$ cat config.mk
export PLATFORM = sky130hd
export DESIGN_NAME = i2c_busy_ctrl
export DESIGN_NICKNAME = d
export VERILOG_FILES = /design/src/rtl/i2c_busy_pkg.sv /design/src/rtl/i2c_pin_sync.sv /design/src/rtl/i2c_cond_detect.sv /design/src/rtl/i2c_line_fsm.sv /design/src/rtl/i2c_req_fsm.sv /design/src/rtl/i2c_busy_ctrl.sv
export SDC_FILE = /design/constraint.sdc
export NUM_CORES = 1
export LEC_CHECK = 0
export CORE_AREA = 4 4 41 43
export CTS_CLUSTER_SIZE = 8
export DETAILED_ROUTE_END_ITERATION = 10
export DIE_AREA = 0 0 45 47
export DONT_BUFFER_PORTS = 1
export SYNTH_ARGS = -nofsm -noshare
export SYNTH_HDL_FRONTEND = slang
export SYNTH_HIERARCHICAL = 1
export SYNTH_SLANG_ARGS = --single-unit
$ cat constraint.sdc
create_clock -name clk -period 2.9 [get_ports clk]
set_input_delay 0.29 -clock clk [delete_from_list [all_inputs] [get_ports clk]]
set_output_delay 0.29 -clock clk [all_outputs]
set_load 0.1 [all_outputs]
$ cat src/rtl/i2c_busy_pkg.sv
package i2c_busy_pkg;

    typedef enum logic {
        BUS_FREE = 1'b0,
        BUS_HELD = 1'b1
    } line_state_e;

    typedef enum logic [1:0] {
        REQ_IDLE   = 2'd0,
        REQ_START  = 2'd1,
        REQ_RSTART = 2'd2,
        REQ_STOP   = 2'd3
    } req_state_e;

    localparam int unsigned LINE_COUNT = 2;
    localparam int unsigned LINE_SCL   = 0;
    localparam int unsigned LINE_SDA   = 1;

endpackage

$ cat src/rtl/i2c_pin_sync.sv
module i2c_pin_sync #(
    parameter int unsigned WIDTH  = 2,
    parameter int unsigned STAGES = 2
) (
    input  logic             clk,
    input  logic             rst_n,
    input  logic [WIDTH-1:0] raw_i,
    output logic [WIDTH-1:0] sync_o
);
    localparam int unsigned LAST = STAGES - 1;

    for (genvar b = 0; b < WIDTH; b++) begin : g_line
        logic [STAGES-1:0] chain_q;

        always_ff @(posedge clk or negedge rst_n) begin
            if (!rst_n) begin
                chain_q <= '1;
            end else begin
                chain_q <= {chain_q[STAGES-2:0], raw_i[b]};
            end
        end

        assign sync_o[b] = chain_q[LAST];
    end

endmodule

$ cat src/rtl/i2c_cond_detect.sv
module i2c_cond_detect (
    input  logic clk,
    input  logic rst_n,
    input  logic scl_s,
    input  logic sda_s,
    output logic start_seen_o,
    output logic stop_seen_o
);
    logic scl_prev_q;
    logic sda_prev_q;

    always_ff @(posedge clk or negedge rst_n) begin
        if (!rst_n) begin
            scl_prev_q <= 1'b1;
            sda_prev_q <= 1'b1;
        end else begin
            scl_prev_q <= scl_s;
            sda_prev_q <= sda_s;
        end
    end

    always_comb begin
        start_seen_o = scl_prev_q && scl_s && sda_prev_q && !sda_s;
        stop_seen_o  = scl_prev_q && scl_s && !sda_prev_q && sda_s;
    end

endmodule

$ cat src/rtl/i2c_line_fsm.sv
module i2c_line_fsm
    import i2c_busy_pkg::*;
(
    input  logic clk,
    input  logic rst_n,
    input  logic start_seen_i,
    input  logic stop_seen_i,
    output logic busy_o
);
    line_state_e state_q;
    line_state_e state_d;

    always_ff @(posedge clk or negedge rst_n) begin
        if (!rst_n) begin
            state_q <= BUS_FREE;
        end else begin
            state_q <= state_d;
        end
    end

    always_comb begin
        state_d = state_q;
        unique case (state_q)
            BUS_FREE: if (start_seen_i) state_d = BUS_HELD;
            BUS_HELD: if (stop_seen_i)  state_d = BUS_FREE;
            default:  state_d = BUS_FREE;
        endcase
    end

    always_comb begin
        busy_o = (state_q == BUS_HELD);
    end

    assert_busy_rise_R2: assert property (@(posedge clk) disable iff (!rst_n)
        $rose(busy_o) |-> $past(start_seen_i));

    assert_busy_fall_R3: assert property (@(posedge clk) disable iff (!rst_n)
        $fell(busy_o) |-> $past(stop_seen_i));

endmodule

$ cat src/rtl/i2c_req_fsm.sv
module i2c_req_fsm
    import i2c_busy_pkg::*;
(
    input  logic clk,
    input  logic rst_n,
    input  logic mode_master_i,
    input  logic mode_xmit_i,
    input  logic wr_en_i,
    input  logic wr_busy_i,
    input  logic wr_ctl_i,
    input  logic busy_i,
    output logic start_req_o,
    output logic rstart_req_o,
    output logic stop_req_o
);
    req_state_e state_q;
    req_state_e state_d;
    logic       cmd_ok;

    always_ff @(posedge clk or negedge rst_n) begin
        if (!rst_n) begin
            state_q <= REQ_IDLE;
        end else begin
            state_q <= state_d;
        end
    end

    always_comb begin
        cmd_ok  = wr_en_i && !wr_ctl_i && mode_master_i;
        state_d = REQ_IDLE;
        unique case (state_q)
            REQ_IDLE, REQ_START, REQ_RSTART, REQ_STOP: begin
                if (cmd_ok && wr_busy_i && mode_xmit_i) begin
                    state_d = busy_i ? REQ_RSTART : REQ_START;
                end else if (cmd_ok && !wr_busy_i) begin
                    state_d = REQ_STOP;
                end
            end
            default: state_d = REQ_IDLE;
        endcase
    end

    always_comb begin
        start_req_o  = (state_q == REQ_START);
        rstart_req_o = (state_q == REQ_RSTART);
        stop_req_o   = (state_q == REQ_STOP);
    end

    assert_one_pulse_R12: assert property (@(posedge clk) disable iff (!rst_n)
        $onehot0({start_req_o, rstart_req_o, stop_req_o}));

    assert_slave_quiet_R8: assert property (@(posedge clk) disable iff (!rst_n)
        (start_req_o || rstart_req_o || stop_req_o) |-> $past(mode_master_i && wr_en_i));

    assert_start_needs_xmit_R9: assert property (@(posedge clk) disable iff (!rst_n)
        (start_req_o || rstart_req_o) |-> $past(mode_xmit_i && wr_busy_i));

    assert_ctl_blocks_R10: assert property (@(posedge clk) disable iff (!rst_n)
        (start_req_o || rstart_req_o || stop_req_o) |-> $past(!wr_ctl_i));

    assert_fresh_start_R5: assert property (@(posedge clk) disable iff (!rst_n)
        start_req_o |-> $past(!busy_i));

    assert_held_rstart_R6: assert property (@(posedge clk) disable iff (!rst_n)
        rstart_req_o |-> $past(busy_i));

endmodule

$ cat src/rtl/i2c_busy_ctrl.sv
module i2c_busy_ctrl
    import i2c_busy_pkg::*;
#(
    parameter int unsigned SYNC_STAGES = 2
) (
    input  logic clk,
    input  logic rst_n,
    input  logic scl_i,
    input  logic sda_i,
    input  logic mode_master_i,
    input  logic mode_xmit_i,
    input  logic wr_en_i,
    input  logic wr_busy_i,
    input  logic wr_ctl_i,
    output logic busy_o,
    output logic start_req_o,
    output logic rstart_req_o,
    output logic stop_req_o
);
    logic [LINE_COUNT-1:0] raw_lines;
    logic [LINE_COUNT-1:0] sync_lines;
    logic                  start_seen;
    logic                  stop_seen;

    assign raw_lines[LINE_SCL] = scl_i;
    assign raw_lines[LINE_SDA] = sda_i;

    i2c_pin_sync #(
        .WIDTH  (LINE_COUNT),
        .STAGES (SYNC_STAGES)
    ) u_sync (
        .clk    (clk),
        .rst_n  (rst_n),
        .raw_i  (raw_lines),
        .sync_o (sync_lines)
    );

    i2c_cond_detect u_detect (
        .clk          (clk),
        .rst_n        (rst_n),
        .scl_s        (sync_lines[LINE_SCL]),
        .sda_s        (sync_lines[LINE_SDA]),
        .start_seen_o (start_seen),
        .stop_seen_o  (stop_seen)
    );

    i2c_line_fsm u_line (
        .clk          (clk),
        .rst_n        (rst_n),
        .start_seen_i (start_seen),
        .stop_seen_i  (stop_seen),
        .busy_o       (busy_o)
    );

    i2c_req_fsm u_req (
        .clk           (clk),
        .rst_n         (rst_n),
        .mode_master_i (mode_master_i),
        .mode_xmit_i   (mode_xmit_i),
        .wr_en_i       (wr_en_i),
        .wr_busy_i     (wr_busy_i),
        .wr_ctl_i      (wr_ctl_i),
        .busy_i        (busy_o),
        .start_req_o   (start_req_o),
        .rstart_req_o  (rstart_req_o),
        .stop_req_o    (stop_req_o)
    );

    assert_req_keeps_busy_R11: assert property (@(posedge clk) disable iff (!rst_n)
        (start_req_o || stop_req_o) |-> $stable(busy_o) || $past(start_seen || stop_seen));

endmodule

-- Word level (Yosys, flattened, before mapping)
Index checks and enable logic that the tools add are counted.
W data, S select, Z words.
- register bits after elaboration: 9
- equality and inequality tests: 3
- reductions and logical operators: 16
- bitwise operators: 1
- mux-type cells: 7
- operators with widths (operator ; count):
    $logic_and A1 B1 Y1 ; 10
    $mux W2 ; 4
    $eq A2 B2 Y1 const B ; 2
    $logic_not A1 Y1 ; 4
    $reduce_or A4 Y1 ; 1
    $eq A2 B1 Y1 const B ; 1
    $logic_not A2 Y1 ; 1
    $mux W1 ; 2
    $pmux W1 S2 ; 1
    $not A1 Y1 ; 1

-- Longest topological paths before layout
Gate-level depths: netlist of the first run.
- depth after elaboration: 7
- gate-level depth with buffers: 4
- gate-level depth less buffers: 3

-- Hierarchy
Netlist of the first run, hierarchy kept.
- by module, submodules not included (module ; area an instance (um2) ; times used ; sequential area each (um2) ; cells an instance):
    i2c_pin_sync ; 120.1 ; 1 ; 105.1 ; 6
    i2c_req_fsm ; 116.4 ; 1 ; 50.0 ; 10
    i2c_cond_detect ; 72.6 ; 1 ; 52.6 ; 4
    i2c_line_fsm ; 38.8 ; 1 ; 25.0 ; 3

-- Least setup slack after synthesis of the first run
OpenSTA, ideal clock, no wires.
- path kind: register to output
- from: register u_req.state_q[0]
- to: output port rstart_req_o
- required time: 2610 ps
- arrival time: 1706 ps
- path slack: 904 ps
- stages on the path, launching flop included: 2
- cells stage by stage: dfrtp_1 -> nor2b_1
- word-level cells in the longest chain between the ends: 1
- RTL lines (what ; line ; RTL):
    start, declared ; i2c_req_fsm.sv:16 ; req_state_e state_q;
    start signal, assigned ; i2c_req_fsm.sv:24 ; state_q <= state_d;
    $eq A2 B2 Y1 ; i2c_req_fsm.sv:45 ; rstart_req_o = (state_q == REQ_RSTART);
    end, declared ; i2c_busy_ctrl.sv:17 ; output logic rstart_req_o,
Every way passes these cells.

-- Worst setup path in the final report of the first run
- from: register u_req.state_q[1]
- to: output port stop_req_o
- word-level cells in the longest chain between the ends: 1
- RTL lines (what ; line ; RTL):
    $eq A2 B2 Y1 ; i2c_req_fsm.sv:46 ; stop_req_o = (state_q == REQ_STOP);
    end, declared ; i2c_busy_ctrl.sv:18 ; output logic stop_req_o
Every way passes these cells.

==> results of run 1 <==
[layout by cell type (no fill, tap or decap), drive strengths merged]
cell,Yosys,routed
a21oi,2,2
and2,1,1
and4b,2,2
buf,2,2
clkbuf,0,4
dfrtp,3,3
dfstp,6,6
dlygate4sd3,0,1
inv,1,1
mux2i,1,1
nand2,1,1
nand2b,1,1
nand3b,1,1
nor2b,2,2
[sequential cells by signal, indices dropped and copies added (netlist names)]
signal,cells
u_sync/g_line.chain_q,4
u_req/state_q,2
u_detect/scl_prev_q,1
u_detect/sda_prev_q,1
u_line/busy_o,1
[metrics by stage]
| stage | hold slack (ps) | cells |
|---|---|---|
| 6_report | 34.9 | 43 |
| 5_1_grt | 2.03 | 43 |
| 4_1_cts | 21.8 | 43 |
| 3_5_place_dp | -5.27 | 38 |
| 3_3_place_gp | -5.26 | 38 |
| 2_1_floorplan | -5.59 | 23 |
[final cells by class]
cell class	count	area, µm²
multi-input combinational	11	101
fill	135	893
tap	15	18.8
sequential	9	233
inverter	1	3.75
clock buffer	4	26.3
timing repair buffer	3	25.0
[report_power, final]
group	internal, µW	switching [µW]	leakage, µW
registers	137	27.3	0.000102
clock network	52.7	38.5	0.0000150
logic	9.05	14.0	0.0000667
total	198	79.8	0.000184
[kinds of logic (layout without fill, tap and decap cells)]
family	count (synthesis)	in the layout
AO/OA/AOI/OAI	2	2
multiplexers	1	1
AND/OR/NAND/NOR	8	8
flip-flops	9	9
buffers and inverters	3	8
[path summary, 6_finish.rpt]
kind	endpoint	slack, ps	depth (start not counted)
max	stop_req_o	1200	1
min	u_sync/g_line[1].chain_q[0]	30	0
max reg2reg	u_req/state_q[1]	1540	2
min reg2reg	u_sync/g_line[0].chain_q[1]	350	0
max in group asynchronous	u_sync/g_line[0].chain_q[1]	2190	1
min in group asynchronous	u_line/busy_o	390	1
[routing by layer]
layer	wire, µm	part of all wire [%]	global-route usage [%]	vias to the layer above
met3	135	28	9.58	0
met2	193	40	7.63	17
met1	155	32	5.19	96
met4	0	0	1.75	0
li1	-	-	-	84
met5	0	0	0	-
==> impl_results.md, run 1 <==
- Total GRT Usage: 6.16%
- Total of flip-flops plus latches after synthesis: 9
- Ys async rst share: 100%
- Initial DRC Count: 1
- Layout Nets: 38
- DP Worst Slack: 1470 ps
- Root Buffer: clkbuf_4
- Setup crit start kind: flip-flop
- Routed WL: 484 µm
- Mux cell area share after synthesis: 2.88%
- Final Util: 31.3%
- CP max-delay cell: and2_1
- Power per cell area: 682 mW/mm²
- Clock network latency to the later pin of the worst-skew pair: 250 ps
- Post-CTS Hold Buffers: 1
- DRT Pass-1 Iters: 4
- Initial antenna violation count: 0
- Syn Area/Cell: 15.1 µm²
- VDD IR max: 0.343 mV
- WP data required: 2610 ps
- Most frequent cells after synthesis: 6 x dfstp_2, 3 x dfrtp_1
- Cell leakage power: 0.000184 µW
- Hpwl dp: 393 µm
- HP Start: sda_i
- Post-synthesis sequential area ratio: 66.9%
- Syn_nets: 32
- Xor/xnor cell area share of the yosys netlist: 0%
- Residual DRC: 0
- Final Instance Area: 408 µm²
- Relative slew slack: 36.4%
- Global-route wire length before repair: 828 µm
- IO Pins: 13
- Hold Path Class: in -> reg
- Number of synthesized flops with an enable pin: 0
- DIE AREA: 0.00212 mm²
- Num rows: 13
- Compound-Gate Fraction of Synth Area: 5.04%
- Max-cap violations: 0
- Vias/cell: 4.58
- Postcts setup bufs: 0
- Setup TNS: 0 ps
- Critical Path AT: 1410 ps
- PostCTS Resize Cnt: 0
- Area post-placement: 372 µm²
- Core Area: 0.00130 mm²
- Max FO, Critical Path: 3
- Synth area leader: dfstp_2
- Initial Utilization: 26.7%
- Port bufs: 0
- Max H-tree Level: 1
- Final hold vios: 0
- Avg WL per Cell: 11.3 µm
- Vias in the first global route: 184
- Top-count cell post-synth: dfstp_2
- Critical path class: reg -> out
- Inserted Diodes: 0
- Clock Tree Buf Depth: 2
- YS warnings: 6
- CP cell instances: and2_1
- Area delta synth->final: 17.3%
- Synth Area in Adders: 0%
- Fraction of layout cells with a size suffix above 1: 57.1%
- Status: complete, no violations
- Achievable frequency: 589 MHz
- Netlist cell types: 12
- Total CTS buffers: 3
- Clock sinks: 9
- Chip width: 45 µm
- Synth top area cells: dfstp_2 45%, dfrtp_1 22%, and4b_1 5.8%, nand3b_4 5.8%, a21oi_2 5.0%
- Worst-margin pin slew: 954 ps
- Final estimated routing congestion in global placement: 0.735
- RR Startpoint: u_line/busy_o
- Synthesized area: 348 µm²
- Slew Limit Fails: 0
- Die Y: 47 µm
- Largest family of logic cells by synthesized area: simple AND/OR/NAND/NOR gates
- Post-synth top flop: dfstp_2
- Vias: 197
- DRT antenna net count: 0
- Final period utilization: 58.6%
- Share of the synthesized area in the top cell type: 45.3%
- Worst setup margin: 1200 ps
- Min Tclk post-route: 1700 ps
- Simple-Gate Fraction of Synth Area: 19.8%
- CTS tree: built
- Slowest stage delay, CP: 780 ps
- Overall Power: 278 µW
- Remaining global-route overflow: 0
- Critical path buffers and inverters: 0
- Final setup violation count: 0
- CP endpoint kind: primary output
- Synth Instances: 23
- Clk_skew: 4.15 ps
- CTS clock-pin slew for the worst setup and hold paths: 60 ps
- Cell family contributing the most delay on the critical path: simple AND/OR/NAND/NOR gates
- RSZ-0062 raised after global routing: no
- Worst setup path startpoint: u_req/state_q[1]
- Largest net degree at the start of global routing: 10
No activity file was read; power rests on OpenSTA's default activity.
==> run 2, diff against run 1 <==
==> constraint.sdc (replaced) <==
create_clock -name clk -period 1.7 [get_ports clk]
set_input_delay 0.17 -clock clk [delete_from_list [all_inputs] [get_ports clk]]
set_output_delay 0.17 -clock clk [all_outputs]
set_load 0.1 [all_outputs]
==> impl_results.md, run 2 (synthesized netlist as in run 1, its figures left out) <==
- Remaining global-route overflow: 0 (unchanged)
- Final period utilization: 73.1%
- Global-route wire length before repair: 1000 µm (+21%)
- IO Pins: 13 (unchanged)
- Clock network latency to the later pin of the worst-skew pair: 250 ps (about the same)
- Placed cell count: 40 (+5.3%)
- CP max-delay cell: dfrtp_1
- DRT Pass-1 Iters: 4 (unchanged)
- Critical Path AT: 1070 ps (-340 ps)
- Finished Layout Cells: 48 (+12%)
- Hpwl dp: 435 µm (+11%)
- Initial Utilization: 26.7% (unchanged)
- CTS tree: built
- Slew Limit Fails: 0 (unchanged)
- WP data required: 1530 ps (-1080 ps)
- Max-cap violations: 0 (unchanged)
- Vias/cell: 4.29 (-6.3%)
- Setup crit start kind: flip-flop
- Clk_skew: 4.98 ps (+0.831 ps)
- DIE AREA: 0.00212 mm² (unchanged)
- Slowest stage delay, CP: 380 ps (-400 ps)
- Max FO, Critical Path: 3 (unchanged)
- DRT antenna net count: 0 (unchanged)
- Most frequent cells in the layout: 6 x dfstp_2, 4 x dlygate4sd3_1, 4 x buf_4, 3 x clkbuf_4, 3 x dfrtp_1
- Clock sinks: 9 (unchanged)
- CTS clock-pin slew for the worst setup and hold paths: 60 ps (about the same)
- Hold WS: 43.3 ps (+8.37 ps)
- Max H-tree Level: 1 (unchanged)
- Min Tclk post-route: 1240 ps
- Largest net degree at the start of global routing: 10 (unchanged)
- CP endpoint kind: primary output
- Inserted Diodes: 0 (unchanged)
- Vias: 206 (+4.6%)
- Root Buffer: clkbuf_4
- Hold Path Class: in -> reg
- Final Util: 34.8% (+3.5 points)
- Clock Tree Buf Depth: 2 (unchanged)
- Commonest non-fill, non-tap cell in the layout: dfstp_2
- Critical path class: reg -> out
- Core Area: 0.00130 mm² (unchanged)
- Area delta synth->final: 30.2%
- Chip width: 45 µm (unchanged)
- Total CTS buffers: 3 (unchanged)
- Avg WL per Cell: 12.0 µm (+6.8%)
- PostCTS Resize Cnt: 0 (unchanged)
- Residual DRC: 0 (unchanged)
- Final hold vios: 0 (unchanged)
- Final setup violation count: 0 (unchanged)
- R2r worst-path depth: 3 (+1)
- Routed WL: 577 µm (+19%)
- Max reg flops: 4 (unchanged)
- Initial DRC Count: 4 (+3)
- Port bufs: 0 (unchanged)
- Cell leakage power: 0.000207 µW (+12%)
- Achievable frequency: 804 MHz
- Status: complete, no violations
- Relative slew slack: 74.5% (+38 points)
- RSZ-0062 raised after global routing: no
- Hold Path Depth: 2 (+2)
- Layout Nets: 43 (+13%)
- Largest Register: u_sync/g_line.chain_q
- Total GRT Usage: 6.96% (+0.80 points)
- Final estimated routing congestion in global placement: 0.757 (+3.0%)
- Initial antenna violation count: 0 (unchanged)
- VDD IR max: 0.702 mV (+100%)
- Biggest regs: u_sync/g_line.chain_q: 4 flops, u_req/state_q: 2 flops
- Die Y: 47 µm (unchanged)
- Worst-margin pin slew: 382 ps (-572 ps)
- Power per cell area: 1080 mW/mm² (+59%)
- Fraction of layout cells with a size suffix above 1: 54.5% (-2.6 points)
- Vias in the first global route: 233 (+27%)
- CP cell instances: nor2b_2 -> buf_4
- Num rows: 13 (unchanged)
run 2: cell count changes in the layout (fill, tap and decap cells not counted), sizes merged:
cell	change
dlygate4sd3	+3
buf	+2
run 2: timing repair:
action / 4_1_cts / 5_1_grt
hold endpoints to repair: 13 / 0
setup buffers: 0 / 0
hold buffers: 4 / 0
run 2: layer usage:
metal / GRT usage (%) / part of all wire (%) / up-vias
li1: - / - / 93
met1: 6.60 / 37 / 100
met2: 11.3 / 48 / 13
met3: 7.28 / 15 / 0
met4: 0 / 0 / 0
met5: 0 / 0 / -
run 2: through the flow:
step	total power, µW	instance area (µm²)	TNS, ps	worst slack (ps)
floorplan	313	348	-352	-176
global placement	324	387	0	771
detailed placement	326	387	0	719
CTS	500	453	0	429
global route	517	453	0	380
finish	491	453	0	456
run 2: layout make-up:
class	instances	area, µm²
multi-input combinational	11	101
clock buffer	4	26.3
fill	135	848
sequential	9	233
inverter	1	3.75
timing repair buffer	8	70.1
tap	15	18.8
run 2: critical path: cells and delay by family, from the launching register on:
family | cells | cell delay [ps]
flip-flops | 1 | 380
AND/OR/NAND/NOR | 1 | 150
buffers and inverters | 1 | 290
run 2: final timing paths:
check,endpoint,from,slack (ps)
worst max-delay path,start_req_o,u_req/state_q[0],460
worst min-delay path,u_req/state_q[0],mode_master_i,40
worst max register to register,u_line/busy_o,u_sync/g_line[0].chain_q[1],780
worst min register to register,u_sync/g_line[1].chain_q[1],u_sync/g_line[1].chain_q[0],360
max in group asynchronous,u_sync/g_line[0].chain_q[0],rst_n,1110
min in group asynchronous,u_req/state_q[0],rst_n,270
run 2: where the power goes:
group	internal (µW)	switching (µW)	total, µW
combinational	25.9	64.0	89.9
clock	90.0	67.3	157
sequential	234	9.85	244
==> run 3, diff against run 2 <==
==> constraint.sdc (replaced) <==
create_clock -name clk -period 1 [get_ports clk]
set_input_delay 0.1 -clock clk [delete_from_list [all_inputs] [get_ports clk]]
set_output_delay 0.1 -clock clk [all_outputs]
set_load 0.1 [all_outputs]
==> impl_results.md, run 3 (synthesized netlist as in run 1, its figures left out) <==
- HP Start: wr_ctl_i
- Residual DRC: 0 (unchanged)
- Area delta synth->final: 60.4%
- Global-route wire length before repair: 1000 µm (unchanged)
- Most frequent cells in the layout: 7 x dlygate4sd3_1, 6 x dfstp_2, 4 x buf_12, 3 x clkbuf_4
- Achievable frequency: 870 MHz
- Vias/cell: 4.25 (-0.97%)
- Worst setup path startpoint: u_req/state_q[1]
- Root Buffer: clkbuf_4
- CTS clock-pin slew for the worst setup and hold paths: 60 ps (about the same)
- Die Y: 47 µm (unchanged)
- Hold WS: 22.9 ps (-20.4 ps)
- DRT Pass-1 Iters: 3 (-1)
- Worst setup margin: -150 ps (-606 ps)
- Cell leakage power: 0.000243 µW (+18%)
- Remaining global-route overflow: 0 (unchanged)
- Inserted Diodes: 0 (unchanged)
- Failing checks: setup timing
- Clock network latency to the later pin of the worst-skew pair: 260 ps (about the same)
- RR Startpoint: u_line/busy_o
- Fillers: 124 (-8.1%)
- Total CTS buffers: 3 (unchanged)
- Hold Path Class: in -> reg
- Relative slew slack: 74.5% (about the same)
- Vias: 221 (+7.3%)
- CP cell instances: and2_2 -> buf_12
- Avg WL per Cell: 12.9 µm (+7.2%)
- Total GRT Usage: 7.61% (+0.65 points)
- Critical Path AT: 1050 ps (-20 ps)
- Power per cell area: 1640 mW/mm² (+51%)
- Worst-margin pin slew: 381 ps (-1.09 ps)
- Hold Path Depth: 2 (unchanged)
- Stages on worst setup path: 2 (unchanged)
- DIE AREA: 0.00212 mm² (unchanged)
- Commonest non-fill, non-tap cell in the layout: dlygate4sd3_1
- Largest net degree at the start of global routing: 10 (unchanged)
- Hpwl dp: 491 µm (+13%)
- Critical path buffers and inverters: 1 (unchanged)
- Multi-input logic area: 115 µm² (+14%)
- Final period utilization: 115%
- Initial antenna violation count: 0 (unchanged)
- Status: finished, violations left
- CP endpoint kind: primary output
- Area post-placement: 437 µm² (+13%)
- CTS tree: built
- RSZ-0062 raised after global routing: yes
- Slew Limit Fails: 0 (unchanged)
- VDD IR max: 0.947 mV (+35%)
- Max FO, Critical Path: 3 (unchanged)
- Biggest regs: u_sync/g_line.chain_q: 4 flops, u_req/state_q: 2 flops
- Final Instance Area: 558 µm² (+23%)
- R2r worst-path depth: 3 (unchanged)
- Vias in the first global route: 231 (-0.86%)
- Initial DRC Count: 2 (-2)
- CP max-delay cell: dfrtp_1
- WP data required: 900 ps (-630 ps)
- Min Tclk post-route: 1150 ps
- Max H-tree Level: 1 (unchanged)
- DRT antenna net count: 0 (unchanged)
- IO Pins: 13 (unchanged)
- Chip width: 45 µm (unchanged)
- Area occupied by registers: 236 µm² (+1.6%)
- Initial Utilization: 26.7% (unchanged)
- Final estimated routing congestion in global placement: 0.656 (-13%)
- Clock Tree Buf Depth: 2 (unchanged)
- Slowest stage delay, CP: 410 ps (+30 ps)
- Clk_skew: 4.35 ps (-0.627 ps)
- Max reg flops: 4 (unchanged)
- Final setup violation count: 4 (+4)
- Routed WL: 670 µm (+16%)
- Fraction of layout cells with a size suffix above 1: 59.5% (+4.9 points)
- Final hold vios: 0 (unchanged)
- Critical path class: reg -> out
- Clock sinks: 9 (unchanged)
- Setup crit start kind: flip-flop
- Core Area: 0.00130 mm² (unchanged)
- Cell family contributing the most delay on the critical path: flip-flops
- Port bufs: 0 (unchanged)
- Max-cap violations: 0 (unchanged)
- Num rows: 13 (unchanged)
- Layout Nets: 47 (+9.3%)
- Largest Register: u_sync/g_line.chain_q
==> run 3: cell count changes in the layout (fill, tap and decap cells not counted), sizes merged <==
cell and delta:
dlygate4sd3 +3, buf +1
==> run 3: path summary, 6_finish.rpt <==
kind | endpoint | slack (ps)
max in group asynchronous | u_sync/g_line[1].chain_q[1] | 490
worst max-delay path | stop_req_o | -150
worst min-delay path | u_req/state_q[1] | 20
min in group asynchronous | u_req/state_q[1] | 190
worst min register to register | u_sync/g_line[0].chain_q[1] | 350
worst max register to register | u_req/state_q[0] | 40
==> run 3: where the power goes <==
part	leakage, µW	total (µW)	switching (µW)	internal, µW
sequential	0.000101	422	18.6	403
clock	0.0000150	270	117	153
combinational	0.000127	224	124	99.3
total	0.000243	916	260	655
==> run 3: area by class of cell <==
type | instances | share of cell area [%]
multi-input cells | 11 | 20.6
inverters | 1 | 0.673
flip-flops and latches | 9 | 42.4
well taps | 15 | 3.36
clock buffers | 4 | 4.71
repair buffers | 12 | 28.3
==> run 3: timing repair <==
action,CTS,global route
hold endpoints to repair,13,0
setup buffers,1,0
hold buffers,7,0
gates resized for setup,3,1
setup endpoints to repair,4,4
==> run 3: per-stage QoR <==
stage	utilization [%]	instances	setup TNS [ps]	setup slack (ps)	total power, µW
floorplan	-	23	-566	-283	548
global placement	33.6	40	0	96.8	574
detailed placement	33.6	40	0	52.0	581
CTS	42.5	52	-459	-165	929
global route	42.9	52	-569	-191	961
finish	42.9	52	-411	-150	916
==> run 3: layer usage <==
layer  track usage (%)  up-vias  part of all wire [%]
li1                  -      103                     -
met1              5.92      101                    34
met2              12.7       15                    50
met3              6.13        2                    14
met4              5.26        0                   1.6
met5                 0        -                     0
